### src/rtl/baudgen_pkg.sv
// Package: shared constants for the fractional baud tick generator.
// Assumes a byte-wide register port with four addresses.
package baudgen_pkg;
    localparam int BYTE_W  = 8;
    localparam int ADDR_W  = 2;
    localparam int FRAC_W  = 4;
    localparam int DIV_W   = 2 * BYTE_W;
    localparam int LATCH_BIT = 7;

    localparam logic [ADDR_W-1:0] ADR_DIV_LO = 2'd0;
    localparam logic [ADDR_W-1:0] ADR_DIV_HI = 2'd1;
    localparam logic [ADDR_W-1:0] ADR_FRAC   = 2'd2;
    localparam logic [ADDR_W-1:0] ADR_LINE   = 2'd3;

    localparam logic [BYTE_W-1:0] RST_DIV_LO = 8'h01;
    localparam logic [BYTE_W-1:0] RST_DIV_HI = 8'h00;
    localparam logic [BYTE_W-1:0] RST_FRAC   = 8'h10;
    localparam logic [BYTE_W-1:0] RST_LINE   = 8'h00;
endpackage

### src/rtl/baudgen_regs.sv
// Module: register file for the divisor bytes, fractional pair and line control.
// The divisor bytes are writable and readable only while the latch bit is set.
// The cfg_* outputs carry the values that hold after the current edge, so a
// restart sees the new setting in the same cycle as its write.
module baudgen_regs
    import baudgen_pkg::*;
(
    input  logic              clk,
    input  logic              rst_n,
    input  logic              wr_en,
    input  logic [ADDR_W-1:0] addr,
    input  logic [BYTE_W-1:0] wdata,
    output logic [BYTE_W-1:0] rdata,
    output logic [DIV_W-1:0]  cfg_div,
    output logic [FRAC_W-1:0] cfg_add,
    output logic [FRAC_W-1:0] cfg_mod,
    output logic              restart_o
);
    logic [BYTE_W-1:0] lo_q, hi_q, frac_q, line_q;
    logic [BYTE_W-1:0] lo_d, hi_d, frac_d;
    logic wr_lo, wr_hi, wr_frac, wr_line, latch;

    assign latch = line_q[LATCH_BIT];

    // Decode which register the current write targets.
    always_comb begin
        wr_lo   = wr_en && (addr == ADR_DIV_LO) && latch;
        wr_hi   = wr_en && (addr == ADR_DIV_HI) && latch;
        wr_frac = wr_en && (addr == ADR_FRAC);
        wr_line = wr_en && (addr == ADR_LINE);
    end

    // Next-state values, exported as the live configuration.
    always_comb begin
        lo_d   = wr_lo   ? wdata : lo_q;
        hi_d   = wr_hi   ? wdata : hi_q;
        frac_d = wr_frac ? wdata : frac_q;
    end

    assign cfg_div   = {hi_d, lo_d};
    assign cfg_add   = frac_d[FRAC_W-1:0];
    assign cfg_mod   = frac_d[BYTE_W-1:FRAC_W];
    assign restart_o = wr_lo || wr_hi || wr_frac;

    // Register storage with synchronous reset.
    always_ff @(posedge clk) begin
        if (!rst_n) begin
            lo_q   <= RST_DIV_LO;
            hi_q   <= RST_DIV_HI;
            frac_q <= RST_FRAC;
            line_q <= RST_LINE;
        end else begin
            lo_q   <= lo_d;
            hi_q   <= hi_d;
            frac_q <= frac_d;
            if (wr_line) line_q <= wdata;
        end
    end

    // Read mux; divisor bytes read as zero while the latch bit is clear.
    always_comb begin
        unique case (addr)
            ADR_DIV_LO: rdata = latch ? lo_q : '0;
            ADR_DIV_HI: rdata = latch ? hi_q : '0;
            ADR_FRAC:   rdata = frac_q;
            default:    rdata = line_q;
        endcase
    end


    gated_lo_chk: assert property (@(posedge clk) disable iff (!rst_n)
        (wr_en && addr == ADR_DIV_LO && !latch) |=> $stable(lo_q));

    gated_hi_chk: assert property (@(posedge clk) disable iff (!rst_n)
        (wr_en && addr == ADR_DIV_HI && !latch) |=> $stable(hi_q));
endmodule

### src/rtl/baudgen_frac.sv
// Module: fractional accumulator that decides which periods are doubled.
// It steps on restart or at the end of each period, and a restart starts
// from zero. The pair is treated as off when mod is 0 or add >= mod.
module baudgen_frac
    import baudgen_pkg::*;
(
    input  logic              clk,
    input  logic              rst_n,
    input  logic              restart,
    input  logic              advance,
    input  logic [FRAC_W-1:0] add,
    input  logic [FRAC_W-1:0] modv,
    output logic              stretch_o
);
    logic [FRAC_W-1:0] acc_q, acc_d, base;
    logic [FRAC_W:0]   sum;
    logic              valid;

    // Sum for the period being loaded, and the resulting remainder.
    always_comb begin
        valid     = (modv != '0) && (add < modv);
        base      = restart ? '0 : acc_q;
        sum       = {1'b0, base} + {1'b0, add};
        stretch_o = valid && (sum >= {1'b0, modv});
        if (!valid)         acc_d = '0;
        else if (stretch_o) acc_d = FRAC_W'(sum - {1'b0, modv});
        else                acc_d = sum[FRAC_W-1:0];
    end

    // Accumulator register.
    always_ff @(posedge clk) begin
        if (!rst_n)                acc_q <= '0;
        else if (restart || advance) acc_q <= acc_d;
    end


    acc_range_chk: assert property (@(posedge clk) disable iff (!rst_n)
        (valid && !restart) |-> (acc_q < modv));
endmodule

### src/rtl/baudgen_count.sv
// Module: period down-counter that emits the tick.
// Each period lasts D or 2*D cycles, with a divisor of 0 taken as 1.
// A restart reloads the counter and holds back the tick.
module baudgen_count
    import baudgen_pkg::*;
(
    input  logic             clk,
    input  logic             rst_n,
    input  logic             restart,
    input  logic             stretch,
    input  logic [DIV_W-1:0] div,
    output logic             advance_o,
    output logic             tick_o
);
    logic [DIV_W:0]   cnt_q, len;
    logic [DIV_W-1:0] eff;
    logic             load;

    // Effective divisor and length of the period about to start.
    always_comb begin
        eff  = (div == '0) ? DIV_W'(1) : div;
        len  = stretch ? {eff, 1'b0} : {1'b0, eff};
        load = restart || (cnt_q == '0);
    end

    assign advance_o = (cnt_q == '0);

    // Count down; reload and tick at the end of each period.
    always_ff @(posedge clk) begin
        if (!rst_n) begin
            cnt_q  <= '0;
            tick_o <= 1'b0;
        end else if (load) begin
            cnt_q  <= len - 1'b1;
            tick_o <= !restart;
        end else begin
            cnt_q  <= cnt_q - 1'b1;
            tick_o <= 1'b0;
        end
    end


    restart_quiet_chk: assert property (@(posedge clk) disable iff (!rst_n)
        restart |=> !tick_o);

    tick_single_chk: assert property (@(posedge clk) disable iff (!rst_n)
        (tick_o && eff > DIV_W'(1)) |=> !tick_o);

    cnt_bound_chk: assert property (@(posedge clk) disable iff (!rst_n)
        !restart |-> (cnt_q < {eff, 1'b0}));
endmodule

### src/rtl/baudgen_top.sv
// Module: fractional baud tick generator top.
// Joins the register file, the accumulator and the period counter.
// Assumes a single clock domain with a synchronous active-low reset.
module baudgen_top
    import baudgen_pkg::*;
(
    input  logic              clk,
    input  logic              rst_n,
    input  logic              reg_wr_en,
    input  logic [ADDR_W-1:0] reg_addr,
    input  logic [BYTE_W-1:0] reg_wdata,
    output logic [BYTE_W-1:0] reg_rdata,
    output logic              tick_o
);
    logic [DIV_W-1:0]  cfg_div;
    logic [FRAC_W-1:0] cfg_add, cfg_mod;
    logic              restart, stretch, advance;

    baudgen_regs u_regs (
        .clk(clk), .rst_n(rst_n), .wr_en(reg_wr_en), .addr(reg_addr),
        .wdata(reg_wdata), .rdata(reg_rdata), .cfg_div(cfg_div),
        .cfg_add(cfg_add), .cfg_mod(cfg_mod), .restart_o(restart)
    );

    baudgen_frac u_frac (
        .clk(clk), .rst_n(rst_n), .restart(restart), .advance(advance),
        .add(cfg_add), .modv(cfg_mod), .stretch_o(stretch)
    );

    baudgen_count u_count (
        .clk(clk), .rst_n(rst_n), .restart(restart), .stretch(stretch),
        .div(cfg_div), .advance_o(advance), .tick_o(tick_o)
    );
endmodule

### config.mk
export PLATFORM = sky130hd
export DESIGN_NAME = baudgen_top
export DESIGN_NICKNAME = d
export VERILOG_FILES = /design/src/rtl/baudgen_pkg.sv /design/src/rtl/baudgen_regs.sv /design/src/rtl/baudgen_frac.sv /design/src/rtl/baudgen_count.sv /design/src/rtl/baudgen_top.sv
export SDC_FILE = /design/constraint.sdc
export NUM_CORES = 1
export LEC_CHECK = 0
export ABC_AREA = 1
export BUFFER_PORTS_ARGS = -buffer_cell sky130_fd_sc_hd__buf_2
export CAP_MARGIN = 20
export CORE_UTILIZATION = 35
export DETAILED_ROUTE_END_ITERATION = 16
export PLACE_DENSITY_LB_ADDON = 0.12
export SYNTH_ARGS = -nofsm -noshare
export SYNTH_HDL_FRONTEND = slang
export SYNTH_SLANG_ARGS = --single-unit
export TNS_END_PERCENT = 10
### constraint.sdc
create_clock -name clk -period 10.9 [get_ports clk]
set_input_delay 2.18 -clock clk [delete_from_list [all_inputs] [get_ports clk]]
set_output_delay 2.18 -clock clk [all_outputs]
set_load 0.01 [all_outputs]
[Word level (Yosys, flattened, before mapping)]
Cells that the tools add are included.
Storage, ports and cells
  flip-flop bits (word level): 54
Operators by class
  eq/ne operators: 3
  $lt $le $gt $ge: 2
  multiplexer cells: 12
  add/subtract/negate cells: 4
  reductions and logical operators: 17
Operators by type and width (count)
  $mux 8: 5
  $mux 17: 2
  $sub 17x1->17 const B: 2
  $pmux 8 s3: 1
  $logic_not 17->1: 1
  $logic_not 16->1: 1
  $mux 16: 1
  $mux 4: 3
  $logic_and 1x1->1: 8
  $add 4x4->5: 1
  $ge 5x4->1: 1
  $eq 2x2->1 const B: 2
  $lt 4x4->1: 1
  $reduce_bool 4->1: 1
  $sub 4x4->4: 1
  $logic_or 1x1->1: 3
  $eq 2x1->1 const B: 1
  $logic_not 2->1: 1
  $reduce_and 2->1: 1
  $logic_not 1->1: 1

[Depth between registers and ports, before layout]
Gate-level depths: netlist of the first run.
  depth after elaboration: 12
  gate-level depth with buffers: 30
  mapped depth without buffers: 28

[Cells and area by module]
A second synthesis of the first run with hierarchy kept.
Second synthesis, totals
  cell total of the unflattened synthesis: 634
  area total of the unflattened synthesis: 3985.1 um^2
By module, submodules not included
  baudgen_regs: times used 1, area each 1727.9 um^2, cells an instance 263
  baudgen_count: times used 1, area each 1592.8 um^2, cells an instance 273
  baudgen_frac: times used 1, area each 664.4 um^2, cells an instance 98

[Worst setup path before layout of the first run]
Ideal clock, no wire load.
  kind: input-to-reg
  start point: in reg_wr_en
  end point: reg u_count.cnt_q[16]
  cell stages on the path: 23
  setup slack: 5.289 ns
  library setup time: 0.115 ns
  arrival: 5.496 ns
  data required time: 10.785 ns
  cell sequence: buf_4 -> nand3_4 -> inv_1 -> or2_2 -> inv_1 -> a21oi_1 -> fa_1 -> xor2_1 -> ha_1 -> nand2_1 -> o21a_1 -> o21ai_2 -> buf_2 -> buf_2 -> nand4_1 -> nand3_1 -> nand2_1 -> nor2_2 -> nand2_1 -> nor2_1 -> nand3_1 -> nand2_1 -> nor2_1
Between the ends
  elaborated cells on any way between the ends: 23
RTL lines
  from (decl): RTL line baudgen_top.sv:9  | input logic reg_wr_en,
  $logic_and 1x1->1 *: RTL line baudgen_regs.sv:29  | wr_frac = wr_en && (addr == ADR_FRAC);
  $mux 8 *: RTL line baudgen_regs.sv:37  | frac_d = wr_frac ? wdata : frac_q;
  named net cfg_add[1]: RTL line baudgen_top.sv:16  | logic [FRAC_W-1:0] cfg_add, cfg_mod;
  $add 4x4->5 or $lt 4x4->1 (tied branches): RTL line baudgen_frac.sv:23, baudgen_frac.sv:21
  $ge 5x4->1 or $logic_and 1x1->1 (tied branches): RTL line baudgen_frac.sv:24, baudgen_frac.sv:21
  $logic_and 1x1->1 *: RTL line baudgen_frac.sv:24  | stretch_o = valid && (sum >= {1'b0, modv});
  $mux 17 *: RTL line baudgen_count.sv:22  | len = stretch ? {eff, 1'b0} : {1'b0, eff};
  $sub 17x1->17 *: RTL line baudgen_count.sv:34  | cnt_q <= len - 1'b1;
  $mux 17 *: RTL line baudgen_count.sv:33  | end else if (load) begin
  to (signal assigned): RTL line baudgen_count.sv:34
  to (signal assigned): RTL line baudgen_count.sv:37  | cnt_q <= cnt_q - 1'b1;
  to (decl): RTL line baudgen_count.sv:15  | logic [DIV_W:0] cnt_q, len;
The timed path passes the listed nets; every way through them passes the cells marked *.
A chain may end at the register's enable or synchronous reset.

[Worst setup path after layout of the first run]
  start point: in reg_wr_en
  end point: reg u_count.cnt_q[14]
Between the ends
  cells in the longest elaborated chain, start to end: 11
  elaborated cells on any way between the ends: 23
Ends and longest elaborated chain
  $logic_and 1x1->1, on equally long branches (2 in a row): RTL line baudgen_regs.sv:27, baudgen_regs.sv:28
  $logic_or 1x1->1 (2 in a row): RTL line baudgen_regs.sv:43  | assign restart_o = wr_lo || wr_hi || wr_frac;
  $mux 4: RTL line baudgen_frac.sv:22  | base = restart ? '0 : acc_q;
  $add 4x4->5: RTL line baudgen_frac.sv:23  | sum = {1'b0, base} + {1'b0, add};
  $ge 5x4->1: RTL line baudgen_frac.sv:24
  $logic_and 1x1->1: RTL line baudgen_frac.sv:24
  $mux 17: RTL line baudgen_count.sv:22
  $sub 17x1->17: RTL line baudgen_count.sv:34
  $mux 17 *: RTL line baudgen_count.sv:33
Mark *: on every way between the ends. The rest lies on a longest branch, timed or not.

==> impl_metrics.py, run 1 <==
metrics = {
    "route": {
        "drt-total-wl_mm": 11.03,
        "num_vias": 3835,
        "drt_iter0_markers": 247,
        "ant_nets": 0,
        "route.detailed.drc": 0,
        "via_per_inst": 5.007,
        "dr.pass1.iters": 4,
        "wl_per_cell_um": 14.40,
    },
    "clock_network": {
        "clock_sinks": 54,
        "cts_buffer_depth": 2,
        "clock-root-buffer": "clkbuf_8",
        "cts_buffers": 5,
        "cts_hold_buf": 0,
        "post-cts-setup-buffer-count": 0,
        "clkLatencyLatePin_ns": 0.34,
        "cts_resized": 0,
        "cts_tree": "yes",
        "cts.htree.levels": 2,
        "cts.clk_slew.worst_paths_ns": 0.12,
    },
    "placement": {
        "port-buffer-count": 21,
        "place_hpwl_mm": 8.544,
        "gp_congestion": 0.9065,
        "place_area_sq_um": 3998,
        "dpl.cell_count": 757,
    },
    "worst_setup_path": {
        "cp_data_required_time_ns": 11.19,
        "critPathMaxFanout": 25,
        "ff2ff_setup_slack_ns": 5.69,
        "cp.arrival_ns": 6.86,
        "r2r_cells": 23,
        "worstSetupEndpointType": "flip-flop",
        "worstSetupPathType": "input pin to flip-flop",
        "r2r-start": "u_regs.line_q[7]",
        "r2r_end": "u_count.cnt_q[14]",
        "cp-start-kind": "input pin",
    },
    "sta": {
        "skew_ns": 0.01765,
        "slew_headroom_pct": 33.78,
        "slew_violations": 0,
        "min_period_ns": 6.567,
        "setup_viol": 0,
        "period_share_pct": 60.25,
        "finalSetupTns_ns": 0,
        "tightest_slew_ns": 0.9909,
        "hold_viol": 0,
        "fmax_ghz": 0.1523,
        "rsz0062_at_grt": "no",
    },
    "logic_synthesis": {
        "synth_common_cells": "nand2_1 (192), inv_1 (73), nor2_1 (60)",
        "synth.most_common_cell": "nand2_1",
        "ys_warn_count": 0,
        "ys_ff_latch": 54,
        "synth_edf_count": 0,
        "ys.flop_type": "dfxtp_1",
        "synthDistinctLibCells": 37,
        "synth-seq-area-share_pct": 27.85,
        "synth_cells": 621,
        "synth_top_area_share_pct": 27.85,
        "yosysTopAreaCell": "dfxtp_1",
        "syn_area_per_cell_sq_um": 6.250,
        "synth_area_leaders": "dfxtp_1 (28%), nand2_1 (19%), inv_1 (7.1%)",
        "syn-num-nets": 648,
        "synth-async-reset-ratio_pct": 0,
        "syn_area_sq_um": 3881,
    },
    "power_and_ir_drop": {
        "p_leak_nw": 2.011,
        "p_per_area_nw_per_um2": 218.4,
        "peakVddDrop_mv": 0.1000,
    },
    "min_path": {
        "worstHoldStart": "u_regs.line_q[2]",
        "whs_path_depth": 2,
        "min_to": "u_regs.line_q[2]",
        "hp-class": "flip-flop to flip-flop",
    },
    "floorplan": {
        "start_util_pct": 35.80,
        "die_h_um": 107.3,
        "core_sq_um": 10840,
        "dieArea_sq_um": 11510,
        "die_w_um": 107.3,
        "row_count": 38,
        "ios": 22,
    },
    "final_layout": {
        "layout.nets": 652,
        "final_cells": 766,
        "drive_gt1_share_pct": 11.98,
        "stdcell_area_sq_um": 4123,
        "synthToLayoutAreaGrowth_pct": 6.222,
        "diodes": 0,
    },
    "global_route": {
        "grt_pass1_wl_mm": 18.06,
        "antenna_found_initial": 0,
        "overflow": 0,
        "grt_pass1_vias": 3507,
        "grt_max_degree": 35,
        "grt.total_usage_pct": 20.42,
    },
    "job": {
        "drv_cap": 0,
    },
    "outcome": {
        "status": "finished clean",
    },
}
-- layout make-up --
type,instances,area [sq um]
clock buffers,5,68.82
clock inverters,3,28.78
fillers,1213,6718
inverters,78,292.8
multi-input cells,464,2344
flip-flops and latches,54,1081
well taps,140,175.2
repair buffers,22,132.6
-- worst max-delay path by stage --
stage / startpoint / endpoint / depth (start not counted) / slack [ns]
2_1_floorplan: reg_wr_en / u_count.cnt_q[16] / 23 / 5.29
3_3_place_gp: reg_wr_en / u_count.cnt_q[14] / 24 / 4.17
3_5_place_dp: reg_wr_en / u_count.cnt_q[6] / 23 / 4.03
4_1_cts: reg_wr_en / u_count.cnt_q[14] / 24 / 4.40
5_1_grt: reg_wr_en / u_count.cnt_q[6] / 23 / 3.88
6_report: reg_wr_en / u_count.cnt_q[14] / 24 / 4.33
-- layer usage --
metal	global-route usage [%]	routed length, um	vias to the layer above
met5	0	0	-
met4	9.883	359	0
met3	2.785	367	18
met2	32.03	4851	82
met1	27.47	5449	1740
li1	-	-	1995
-- flip-flops by register name, summed over array words and instances, names as in the netlist --
signal	count
u_regs.hi_q	8
u_frac.acc_q	4
u_regs.lo_q	8
u_regs.frac_q	8
u_count.cnt_q	17
u_count.tick_o	1
u_regs.line_q	8
-- kinds of logic after synthesis --
family	Yosys count	synth area share [%]
adders and majority gates	14	4.900
DFF	54	27.85
AOI/OAI and AO/OA	71	10.54
xor gates and xnor gates	5	1.128
and+or+nand+nor	374	43.81
buffers and inverters	103	11.77
-- worst max-delay path: stages --
cell	delay [ns]
buf_2	0.21
nand2_1	0.13
inv_2	0.17
nand2_1	0.07
nand2_1	0.19
nor2_1	0.09
ha_1	0.22
fa_1	0.41
xor2_1	0.20
ha_1	0.33
nand2_1	0.08
o21a_1	0.20
o21ai_2	0.74
nand3_4	0.36
nand2_1	0.16
nand2_1	0.08
nand2_1	0.16
ha_1	0.20
inv_1	0.07
nor2_1	0.21
nand2_1	0.12
nor2_1	0.12
nor2_1	0.04
nor2_1	0.09
-- cells in the final DEF (no fill, tap or decap), drive strengths merged --
cell and count:
a21oi 35, o211ai 2, a32oi 1, o21a 2, fa 2, a211oi 3
buf 22, o21ai 21, nand2 203, inv 80, nand4 26, clkinv 1
dfxtp 54, o2111ai 6, nand3b 1, nor3 3, ha 12, a21o 1
xor2 5, nor4 2, nand3 57, nor2 74, clkbuf 5, or2 8
-- where the power goes --
group	internal, mW	leakage [nW]	switching [mW]
registers	0.230	0.440	0.0173
clock network	0.0483	0.0506	0.0801
logic	0.170	1.52	0.355
-- per-stage QoR --
| step | hold slack, ns | worst slack, ns | power (mW) | utilization [%] |
|---|---|---|---|---|
| final | 0.4655 | 4.333 | 0.9003 | 38.03 |
| after global routing | 0.4940 | 3.883 | 0.9914 | 38.03 |
| after CTS | 0.4677 | 4.396 | 0.9058 | 37.78 |
| after detailed placement | 0.4492 | 4.033 | 0.7741 | 36.88 |
| after global placement | 0.4520 | 4.175 | 0.7751 | 36.88 |
| after floorplan | 0.4298 | 5.289 | 0.6868 | - |
No activity file was read; power rests on OpenSTA's default activity.
==> inputs of run 2 (changes only) <==
Settings changed: ABC_AREA 1 to 0.
Clock period 10.9 ns to 5.6 ns, I/O delays scaled along.
==> impl_metrics.py, run 2 <==
metrics = {
    "outcome": {
        "status": "finished clean",
    },
    "placement": {
        "dpl_worst_slack_ns": -0.1097,
        "port-buffer-count": 21,
        "gp_congestion": 0.8605,
        "place_area_sq_um": 3680,
        "dpl.cell_count": 518,
        "place_hpwl_mm": 7.035,
    },
    "logic_synthesis": {
        "synth.most_common_cell": "dfxtp_1",
        "syn_area_sq_um": 3341,
        "ys.flop_type": "dfxtp_1",
        "synth_area_leaders": "dfxtp_1 (32%), mux2i_1 (9.6%), mux4_2 (4.7%)",
        "syn_area_per_cell_sq_um": 9.128,
        "ys_warn_count": 0,
        "synth_top_area_share_pct": 32.36,
        "syn-num-nets": 393,
        "ys_ff_latch": 54,
        "yosysTopAreaCell": "dfxtp_1",
        "synth-async-reset-ratio_pct": 0,
        "synth_cells": 366,
        "synth-seq-area-share_pct": 32.36,
        "synth_common_cells": "dfxtp_1 (54), nor2_1 (41), mux2i_1 (32)",
        "synthDistinctLibCells": 60,
        "synth_edf_count": 0,
    },
    "clock_network": {
        "cts_tree": "yes",
        "post-cts-setup-buffer-count": 0,
        "clock_sinks": 54,
        "clkLatencyLatePin_ns": 0.30,
        "clock-root-buffer": "clkbuf_8",
        "cts_buffer_depth": 2,
        "cts_buffers": 5,
        "cts.htree.levels": 2,
        "cts.clk_slew.worst_paths_ns": 0.09,
    },
    "worst_setup_path": {
        "r2r_cells": 18,
        "path_cells": "buf_2, buf_4, nand2_1, nand3b_1, and2_1, ha_1, fa_1, xor2_1, ha_1, nand2_1, o221a_2, nor2_2, mux2_2, nand2_1, o21ai_0, ha_1, o311ai_0, or3_1, nor4_2, mux2i_1",
        "cp.arrival_ns": 5.53,
        "cp_top_family": "simple AND/OR/NAND/NOR gates",
        "critPathBufInv": 2,
        "slowest_delay_ns": 0.48,
        "cp.depth": 20,
        "critPathMaxFanout": 7,
        "worstSetupPathType": "input pin to flip-flop",
        "cp-start-kind": "input pin",
        "slowest_stage": "or3_1",
        "worstSetupEndpointType": "flip-flop",
        "cp_data_required_time_ns": 5.84,
    },
    "floorplan": {
        "die_h_um": 99.70,
        "start_util_pct": 36.15,
        "ios": 22,
        "row_count": 35,
        "core_sq_um": 9240,
        "dieArea_sq_um": 9939,
        "die_w_um": 99.70,
    },
    "sta": {
        "fmax_ghz": 0.1890,
        "slew_headroom_pct": 38.42,
        "period_share_pct": 94.51,
        "skew_ns": 0.009844,
        "setup_slack_ns": 0.3076,
        "min_period_ns": 5.292,
        "slew_violations": 0,
        "tightest_slew_ns": 0.9237,
        "hold_viol": 0,
        "rsz0062_at_grt": "no",
        "holdWs_ns": 0.4548,
        "setup_viol": 0,
        "finalSetupTns_ns": 0,
    },
    "final_layout": {
        "final_cell_mix": "dfxtp_1 (54), nor2_1 (39), mux2i_1 (32)",
        "layout.nets": 423,
        "largest_reg_flops": 17,
        "top_register": "u_count.cnt_q",
        "stdcell_area_sq_um": 3782,
        "synthToLayoutAreaGrowth_pct": 13.22,
        "final_common_cell": "dfxtp_1",
        "final_cells": 526,
        "utilization_pct": 40.93,
        "diodes": 0,
        "drive_gt1_share_pct": 21.91,
    },
    "global_route": {
        "grt.total_usage_pct": 19.64,
        "overflow": 0,
        "grt_pass1_wl_mm": 15.24,
        "antenna_found_initial": 0,
        "grt_pass1_vias": 2794,
        "grt_max_degree": 32,
    },
    "route": {
        "route.detailed.drc": 0,
        "top_layer_used": "met4",
        "wl_met1_mm": 4.583,
        "met3_length_um": 283,
        "dr.pass1.iters": 5,
        "wl_per_cell_um": 17.52,
        "drt-total-wl_mm": 9.215,
        "wl_met2_mm": 4.292,
        "via_per_inst": 5.597,
        "ant_nets": 0,
        "num_vias": 2944,
        "drt_iter0_markers": 188,
    },
    "power_and_ir_drop": {
        "peakVddDrop_mv": 0.1814,
        "p_per_area_nw_per_um2": 423.5,
        "p_leak_nw": 1.624,
        "finalPower_mw": 1.602,
    },
    "min_path": {
        "whs_path_depth": 2,
        "hp-class": "flip-flop to flip-flop",
    },
    "job": {
        "drv_cap": 0,
    },
}
## run 2: cell count changes after synthesis, moves of 8 or more
cell	delta
nor2_2	-10
a21oi_1	-20
nand3_1	-46
nor2_1	-19
nand2_1	-166
nand4_1	-17
nand2_2	-10
nor4_1	+8
inv_1	-67
and2_1	+11
mux2i_1	+32
## run 2: cell type report
type                    instances  area (sq um)
clock buffers                   5         68.82
well taps                     129         161.4
fillers                       920          5458
repair buffers                 43         270.3
flip-flops and latches         54          1081
clock inverters                 3         21.27
multi-input cells             285          2153
inverters                       7         26.28
## run 2: worst register-to-register path, delay by kind of cell, from the launching register on
family                     cells  cell delay [ns]
xor gates and xnor gates       1             0.20
adders and majority gates      4             1.16
AOI/OAI and AO/OA              3             0.61
DFF                            1             0.43
and+or+nand+nor                8             1.82
muxes                          2             0.41
## run 2: repair_timing
item                       in CTS  in global routing
setup endpoints to repair       0                  5
hold buffers                    0                  0
gates resized for setup         0                  3
## run 2: cells by family after synthesis
kind of cell / Yosys count / share of synthesized area (%)
mux: 46 / 16.67
xor+xnor: 9 / 2.360
simple gates: 146 / 23.30
buf+inv: 27 / 3.820
fa+ha+maj: 14 / 5.693
compound gates: 70 / 15.81
flops: 54 / 32.36
## run 2: worst paths after layout
path,startpoint,slack [ns],endpoint
max,reg_addr[1],0.31,u_count.cnt_q[16]
min,u_frac.acc_q[0],0.45,u_frac.acc_q[0]
max reg2reg,u_regs.line_q[7],0.89,u_count.cnt_q[16]
min reg2reg,u_frac.acc_q[0],0.45,u_frac.acc_q[0]
## run 2: power by group
group	leakage (nW)	switching (mW)	total, mW	internal (mW)
sequential	0.439	0.0348	0.476	0.441
combinational	1.14	0.532	0.906	0.373
clock	0.0441	0.132	0.220	0.0883
## run 2: layer usage
metal  vias to the layer above  GRT usage [%]
li1                       1422              -
met1                      1450          28.18
met2                        68          31.56
met3                         4          2.600
met4                         0          3.733
met5                         -              0
